### config.mk
export PLATFORM = sky130hd
export DESIGN_NAME = word_exec_unit
export DESIGN_NICKNAME = d
export VERILOG_FILES = /design/src/rtl/wexec_pkg.sv /design/src/rtl/wexec_ctrl.sv /design/src/rtl/wexec_dpath.sv /design/src/rtl/word_exec_unit.sv
export SDC_FILE = /design/constraint.sdc
export NUM_CORES = 2
export LEC_CHECK = 0
export BUFFER_PORTS_ARGS = -buffer_cell sky130_fd_sc_hd__buf_4
export CAP_MARGIN = 20
export CORE_MARGIN = 5
export CORE_UTILIZATION = 30
export DETAILED_ROUTE_END_ITERATION = 16
export PLACE_DENSITY = 0.5
export SYNTH_ARGS = -nofsm -noshare
export SYNTH_HDL_FRONTEND = slang
export SYNTH_SLANG_ARGS = --single-unit
### constraint.sdc
create_clock -name clk -period 6.4 [get_ports clk]
set_input_delay 0.64 -clock clk [delete_from_list [all_inputs] [get_ports clk]]
set_output_delay 0.64 -clock clk [all_outputs]
set_load 0.05 [all_outputs]
### src/rtl/wexec_pkg.sv
package wexec_pkg;
  localparam int XLEN  = 64;
  localparam int WLEN  = 32;
  localparam int IMMW  = 16;
  localparam int NREG  = 32;
  localparam int RIDXW = $clog2(NREG);
  localparam int OPW   = 6;
  localparam int XOW   = 10;

  localparam logic [OPW-1:0] OP_LDZ  = 6'b100000;
  localparam logic [OPW-1:0] OP_ST   = 6'b100100;
  localparam logic [OPW-1:0] OP_STU  = 6'b100101;
  localparam logic [OPW-1:0] OP_ADDI = 6'b001110;
  localparam logic [OPW-1:0] OP_EXT  = 6'b011111;
  localparam logic [XOW-1:0] XO_OR   = 10'b0110111100;

  typedef enum logic [1:0] {WB_SUM, WB_OR, WB_LOAD} wbSel_e;
  typedef enum logic [1:0] {IDX_RT, IDX_RA, IDX_PEND} wbIdx_e;

  typedef struct packed {
    logic   regWe;
    wbSel_e wbSel;
    wbIdx_e wbIdx;
    logic   baseZero;
    logic   memWe;
    logic   memRe;
  } strobe_t;
endpackage

### src/rtl/wexec_ctrl.sv
module wexec_ctrl
  import wexec_pkg::*;
(
  input  logic            clk,
  input  logic            rstN,
  input  logic            instrValid,
  input  logic [OPW-1:0]  opcode,
  input  logic [XOW-1:0]  extOp,
  input  logic [RIDXW-1:0] raField,
  output strobe_t         strb,
  output logic            busy,
  output logic            illegal
);
  logic waitQ;
  logic accept;

  assign accept = instrValid && !waitQ;
  assign busy   = waitQ;

  always_comb begin
    strb.regWe    = 1'b0;
    strb.wbSel    = WB_SUM;
    strb.wbIdx    = IDX_RT;
    strb.baseZero = 1'b0;
    strb.memWe    = 1'b0;
    strb.memRe    = 1'b0;
    illegal       = 1'b0;
    if (waitQ) begin
      strb.regWe = 1'b1;
      strb.wbSel = WB_LOAD;
      strb.wbIdx = IDX_PEND;
    end else if (accept) begin
      unique case (opcode)
        OP_LDZ: begin
          strb.memRe    = 1'b1;
          strb.baseZero = (raField == '0);
        end
        OP_ST: begin
          strb.memWe    = 1'b1;
          strb.baseZero = (raField == '0);
        end
        OP_STU: begin
          strb.memWe = 1'b1;
          strb.regWe = 1'b1;
          strb.wbIdx = IDX_RA;
        end
        OP_ADDI: begin
          strb.regWe    = 1'b1;
          strb.baseZero = (raField == '0);
        end
        OP_EXT: begin
          if (extOp == XO_OR) begin
            strb.regWe = 1'b1;
            strb.wbSel = WB_OR;
            strb.wbIdx = IDX_RA;
          end else begin
            illegal = 1'b1;
          end
        end
        default: illegal = 1'b1;
      endcase
    end
  end

  always_ff @(posedge clk) begin
    if (!rstN) waitQ <= 1'b0;
    else       waitQ <= accept && (opcode == OP_LDZ);
  end

  assert_busy_after_load_R4: assert property (@(posedge clk) disable iff (!rstN)
    (instrValid && !busy && opcode == OP_LDZ) |=> busy);
  assert_busy_single_R4: assert property (@(posedge clk) disable iff (!rstN)
    busy |=> !busy);
  assert_illegal_quiet_R8: assert property (@(posedge clk) disable iff (!rstN)
    illegal |-> (!strb.memWe && !strb.memRe && !strb.regWe));
  assert_mem_exclusive_R5: assert property (@(posedge clk) disable iff (!rstN)
    !(strb.memWe && strb.memRe));
  assert_busy_no_access_R10: assert property (@(posedge clk) disable iff (!rstN)
    busy |-> (!strb.memWe && !strb.memRe && !illegal));
endmodule

### src/rtl/wexec_dpath.sv
module wexec_dpath
  import wexec_pkg::*;
(
  input  logic             clk,
  input  logic             rstN,
  input  logic [RIDXW-1:0] rtField,
  input  logic [RIDXW-1:0] raField,
  input  logic [RIDXW-1:0] rbField,
  input  logic [IMMW-1:0]  immField,
  input  strobe_t          strb,
  input  logic [WLEN-1:0]  memRdata,
  output logic [XLEN-1:0]  memAddr,
  output logic [WLEN-1:0]  memWdata
);
  logic [XLEN-1:0]  gpr [NREG];
  logic [XLEN-1:0]  baseVal, immExt, sumVal, wbData;
  logic [RIDXW-1:0] pendRt, wbIdx;

  assign baseVal  = strb.baseZero ? '0 : gpr[raField];
  assign immExt   = {{(XLEN-IMMW){immField[IMMW-1]}}, immField};
  assign sumVal   = baseVal + immExt;
  assign memAddr  = sumVal;
  assign memWdata = gpr[rtField][WLEN-1:0];

  always_comb begin
    unique case (strb.wbSel)
      WB_OR:   wbData = gpr[rtField] | gpr[rbField];
      WB_LOAD: wbData = {{(XLEN-WLEN){1'b0}}, memRdata};
      default: wbData = sumVal;
    endcase
    unique case (strb.wbIdx)
      IDX_RA:   wbIdx = raField;
      IDX_PEND: wbIdx = pendRt;
      default:  wbIdx = rtField;
    endcase
  end

  always_ff @(posedge clk) begin
    if (!rstN) begin
      for (int i = 0; i < NREG; i++) gpr[i] <= '0;
      pendRt <= '0;
    end else begin
      if (strb.regWe) gpr[wbIdx] <= wbData;
      if (strb.memRe) pendRt <= rtField;
    end
  end

  assert_load_wb_follows_read_R4: assert property (@(posedge clk) disable iff (!rstN)
    (strb.regWe && strb.wbSel == WB_LOAD) |-> $past(strb.memRe));
  assert_load_no_early_wb_R4: assert property (@(posedge clk) disable iff (!rstN)
    strb.memRe |-> !strb.regWe);
endmodule

### src/rtl/word_exec_unit.sv
module word_exec_unit
  import wexec_pkg::*;
(
  input  logic        clk,
  input  logic        rstN,
  input  logic        instrValid,
  input  logic [31:0] instrWord,
  output logic        busy,
  output logic        illegal,
  output logic [63:0] memAddr,
  output logic [31:0] memWdata,
  output logic        memWe,
  output logic        memRe,
  input  logic [31:0] memRdata
);
  strobe_t strb;
  logic    unusedRecordFlag;

  assign unusedRecordFlag = instrWord[0];

  wexec_ctrl u_ctrl (
    .clk(clk), .rstN(rstN), .instrValid(instrValid),
    .opcode(instrWord[31:26]), .extOp(instrWord[10:1]), .raField(instrWord[20:16]),
    .strb(strb), .busy(busy), .illegal(illegal)
  );

  wexec_dpath u_dpath (
    .clk(clk), .rstN(rstN),
    .rtField(instrWord[25:21]), .raField(instrWord[20:16]),
    .rbField(instrWord[15:11]), .immField(instrWord[15:0]),
    .strb(strb), .memRdata(memRdata), .memAddr(memAddr), .memWdata(memWdata)
  );

  assign memWe = strb.memWe;
  assign memRe = strb.memRe;
endmodule

======== Word level (Yosys, flattened, before mapping) ========
Memory sizes are Yosys's and may differ from the RTL's.
Cells that the tools add are included.
word-level totals
  register bits ........................... 6
  bits in writable memories ............... 2048
  input port bits ......................... 67
  output and inout port bits .............. 100
  logic and storage cells ................. 48
  memories kept ........................... 1
operators by class
  add/subtract/negate cells ............... 1
  eq/ne operators ......................... 10
  muxes and demuxes ....................... 24
  bitwise gates (word level) .............. 1
  reductions and logical operators ........ 9
memories
  memory       depth  width  read ports  clocked after memory_dff  wr ports  RTL line           source
  u_dpath.gpr  32     64     3           0                         32        wexec_dpath.sv:15  logic [XLEN-1:0] gpr [NREG];
operators by type and width
  cell                                             number
  2-to-1 mux 64 bit                                2
  one-hot mux 64 bit (2 select lines)              1
  adder 64 bit                                     1
  bitwise OR 64 bit                                1
  OR reduction 64 bit                              1
  == test 6 bit (second input constant)            3
  2-to-1 mux 5 bit                                 3
  2-to-1 mux 1 bit                                 11
  == test 10 x 9 -> 1 bit (second input constant)  1
  one-hot mux 5 bit (2 select lines)               1
  2-to-1 mux 8 bit                                 1
  == test 6 x 4 -> 1 bit (second input constant)   1
  == test 6 x 5 -> 1 bit (second input constant)   1
  logical NOT 5 bit                                1
  == test 2 x 1 -> 1 bit (second input constant)   2
  == test 2 bit (second input constant)            2
  one-hot mux 1 bit (2 select lines)               2
  one-hot mux 2 bit (2 select lines)               1
  OR reduction 2 bit                               2
  OR reduction 4 bit                               1
  2-to-1 mux 3 bit                                 1
  OR reduction 3 bit                               1
  logical AND 1 bit                                2
  2-to-1 mux 2 bit                                 1
  logical NOT 1 bit                                1

======== Logic depth before layout (Yosys ltp) ========
  depth in word-level cells ............... 10
  depth in mapped cells ................... 22

======== Cells and area by module ========
Synthesis repeated with hierarchy kept, for this count alone.
unflattened totals
  cell total of the unflattened synthesis .. 8443
  area total of the unflattened synthesis .. 126139.7 µm²
by module, submodules not included
  module       times used  cells each  area an instance (µm²)
  wexec_dpath  1           8418        125900.7
  wexec_ctrl   1           25          239.0

======== Worst setup path before layout ========
Ideal clock, no wire load.
  path kind ............................... in2out
  start ................................... input instrWord[16]
  end ..................................... output memAddr[56]
  arrival ................................. 6.130 ns
  required time ........................... 5.760 ns
  path slack .............................. -0.370 ns
  stages on the path ...................... 18
  path buffers ............................ 5
  cell sequence ........................... clkbuf_1 -> buf_4 -> buf_2 -> clkbuf_1 -> buf_1 -> mux4_2 -> mux4_2 -> mux2i_1 -> nor2_1 -> ha_1 -> o211ai_1 -> nor3_1 -> o21ai_1 -> a2111oi_2 -> a211oi_1 -> o31ai_2 -> a31oi_1 -> xnor2_1
between the ends
  longest elaborated chain between the ends .. 6
  elaborated cells between the ends (all ways) .. 7
  classes of those cells .................. add/sub (1); mux (4); reduce/logical (1); memory (1)
ends and longest elaborated chain
  item                                                                               RTL line              source
  from (decl)                                                                        word_exec_unit.sv:7   input logic [31:0] instrWord,
  parallel branches: the longest is 4 deep, another holds memory read (32 x 64 bit)  -
  2-to-1 mux 64 bit (*)                                                              wexec_dpath.sv:19     assign baseVal = strb.baseZero ? '0 : gpr[raField];
  adder 64 bit (*)                                                                   wexec_dpath.sv:21     assign sumVal = baseVal + immExt;
  to (decl)                                                                          word_exec_unit.sv:10  output logic [63:0] memAddr,
Every way passes the cells marked *.

======== Worst setup path after layout ========
  start ................................... input instrWord[17]
  end ..................................... output memAddr[63]
Same word-level chain as after synthesis.

==> flow_metrics.py <==
metrics = {
    "timing": {
        "fin_ws_ps": 37.0,
        "fin_crit_sh": 0.994,
        "fmax_mhz": 157,
        "drv_slew": 0,
        "period_minus_slack_ps": 6360,
        "relSlewSlack": 0.225,
        "setup_tns_ps": 0,
        "fin_skew_ps": 45.1,
        "worstMarginPinSlew_ps": 1160,
        "setup_violations": 0,
        "timing.final.hold_violations": 0,
        "hold_slack_ps": 212,
        "rsz0062_at_grt": "yes",
    },
    "placed_design": {
        "hpwl_um": 299000,
        "dpl_cell_area_sq_mm": 0.139,
        "finalWeightedCongestion": 0.884,
        "pre_cts_slack_ps": -650,
        "numPortBuffers": 166,
    },
    "clock_tree": {
        "clk_latency_ps": 960,
        "htreeDepth": 4,
        "clk_pin_slew_ps": 60,
        "postCtsHoldBufs": 0,
        "cts_tree": "built",
        "cts_sinks": 2054,
        "cts_buffers": 237,
        "clock_path_buffers": 4,
        "cts-root-buf": "clkbuf_16",
    },
    "routing": {
        "ant_nets": 0,
        "routed_via_density": 6.25,
        "drt_iter0_markers": 13800,
        "drc": 0,
        "wirelength_um": 555000,
        "avgRoutedWirePerCell_um": 39.2,
        "vias": 88400,
        "firstDrtPassIters": 6,
    },
    "finish": {
        "nets": 8586,
        "layout_commonest_cell": "nor2_1",
        "drive_above_1_share": 0.406,
        "area_delta_synth_final_pct": 17.2,
        "final_area_sq_mm": 0.147,
        "fill_cells": 39400,
        "fin_util": 0.353,
        "final_cell_mix": "2215 x nor2_1, 2048 x edfxtp_1, 1910 x mux4_2",
    },
    "run_status": {
        "status": "complete, no violations",
    },
    "global_route": {
        "grt-ovfl-total": 0,
        "grtUsageMet1": 0.316,
        "antenna_found_initial": 10,
        "grt_first_pass_wirelength_um": 753000,
        "busiest_layer": "met2",
        "grt_pass1_vias": 88400,
        "grt_use_total": 0.250,
        "use_met2": 0.398,
        "use_met3": 0.0516,
        "grt_max_degree": 137,
    },
    "power_and_ir_drop": {
        "p_per_area_mw_per_mm2": 273,
        "p_leak_nw": 50.9,
        "ir_drop_mv": 0.250,
    },
    "floorplanning": {
        "rows": 237,
        "die-area_sq_mm": 0.432,
        "io_pins": 167,
        "initial_core_util": 0.301,
        "core_sq_mm": 0.417,
        "die_x_um": 657,
        "die_h_um": 657,
    },
    "synth": {
        "synth_area_sq_mm": 0.126,
        "synth_fp_nets": 8287,
        "ys_seq_area_frac": 0.490,
        "synth_top_area_cell": "edfxtp_1",
        "yosys_warnings": 0,
        "postSynthRegisterBits": 2054,
        "ys_async_sr_fraction": 0,
        "ys.flop_type": "edfxtp_1",
        "synth_edf_count": 2048,
        "syn_inst": 8156,
        "synth_area_per_cell_sq_um": 15.4,
        "synthTopCellsByArea": "edfxtp_1 49%, mux4_2 34%, nor2_1 6.6%",
        "ys_types": 78,
        "synth_top_area_frac": 0.489,
    },
    "worst_hold_path": {
        "hold_class": "in -> reg",
    },
    "worst_setup_path": {
        "crit_arrival_ps": 5720,
        "startpoint_type": "input pin",
        "path_class": "in -> out",
        "setup.worst_path.end_class": "primary output",
        "cp_max_fo": 81,
        "required_ps": 5760,
    },
    "job": {
        "maxCapViolCount": 0,
    },
}
critical path: stages:
cell      delay [ps]
buf_8            320
buf_12           480
mux4_2           420
mux4_2           530
mux2i_2          300
nor2_1           110
ha_1             340
buf_4            160
nand2_1           50
o21ai_0          400
buf_4            210
nor3_1            40
a211o_1          340
o21ai_4          220
buf_4            150
o21bai_1          80
and3_1           220
nor2_4           160
buf_4            180
buf_4            200
through the flow:
stage,instances,total power [mW]
finish,14100,40.2
global placement,13700,26.4
floorplan,8156,21.9
CTS,14100,40.2
detailed placement,13700,26.5
global route,14100,41.3
power breakdown:
group | total [mW] | leakage, nW | switching (mW) | internal [mW]
combinational | 10.8 | 26.0 | 6.54 | 4.31
sequential | 15.6 | 21.2 | 0.327 | 15.2
clock | 13.7 | 3.69 | 5.99 | 7.75
Yosys cell counts (all sizes together), types with 6 or more instances:
| library cell | number |
|---|---|
| nor2 | 2218 |
| edfxtp | 2048 |
| mux4 | 1910 |
| buf | 499 |
| clkbuf | 425 |
| nand2 | 154 |
| a21oi | 148 |
| mux2i | 143 |
| ha | 63 |
| o21ai | 57 |
| a211oi | 47 |
| nor2b | 39 |
| a221oi | 34 |
| mux2 | 32 |
| xnor2 | 30 |
| xor2 | 29 |
| nor3 | 28 |
| a21o | 23 |
| inv | 22 |
| nand4 | 22 |
| nand3 | 14 |
| and2 | 11 |
| o211ai | 11 |
| o21bai | 11 |
| a31oi | 10 |
| nor4 | 9 |
| o21a | 9 |
| and3 | 8 |
| or3 | 8 |
| and4 | 7 |
| nand2b | 7 |
| or2 | 7 |
| dfxtp | 6 |
| o31ai | 6 |
flip-flops by register name, indices dropped and copies added (netlist names):
name	cells
u_dpath.pendRt	5
u_dpath.gpr	2048
u_ctrl.busy	1
worst paths after layout:
| check | from | endpoint | slack, ps | depth (start not counted) |
|---|---|---|---|---|
| min | memRdata[9] | u_dpath.gpr[20][9] | 210 | 4 |
| min reg2reg | u_dpath.pendRt[4] | u_dpath.pendRt[4] | 470 | 2 |
| max | instrWord[17] | memAddr[63] | 40 | 20 |
| max reg2reg | u_dpath.gpr[18][6] | u_dpath.gpr[30][21] | 1010 | 18 |
routing by layer:
metal | wire, um | vias to the layer above
met1 | 198000 | 47100
met5 | 0 | -
met4 | 39200 | 0
met3 | 59900 | 1428
met2 | 258000 | 6580
li1 | - | 33300
repair_timing:
item / CTS / global route
buffers inserted: 9 / 8
pin swaps: 11 / 16
cloned: 1 / 2
resized for setup: 55 / 57
endpoints found under the setup margin: 34 / 23
cell families (layout without fill, tap and decap cells):
group	Yosys count	count (layout)	share of synthesized area
buffers and inverters	946	1436	0.0362
AOI/OAI and AO/OA	402	402	0.0267
and+or+nand+nor	2546	2546	0.0796
xor gates and xnor gates	59	59	0.00411
muxes	2085	2085	0.357
adders and majority gates	64	64	0.00643
DFF	2054	2054	0.490
other	0	4	0
cell type report:
| cell class | instances | area (sq um) | area share |
|---|---|---|---|
| repair buffers | 984 | 10400 | 0.0706 |
| well taps | 5497 | 6880 | 0.0467 |
| clock inverters | 146 | 1330 | 0.00906 |
| multi-input cells | 5156 | 60700 | 0.412 |
| inverters | 22 | 82.6 | 0.000561 |
| flip-flops and latches | 2054 | 61600 | 0.419 |
| clock buffers | 284 | 6210 | 0.0422 |
| diodes | 4 | 10.0 | 0.0000680 |
Note: power is estimated with default switching activity, not from simulation.
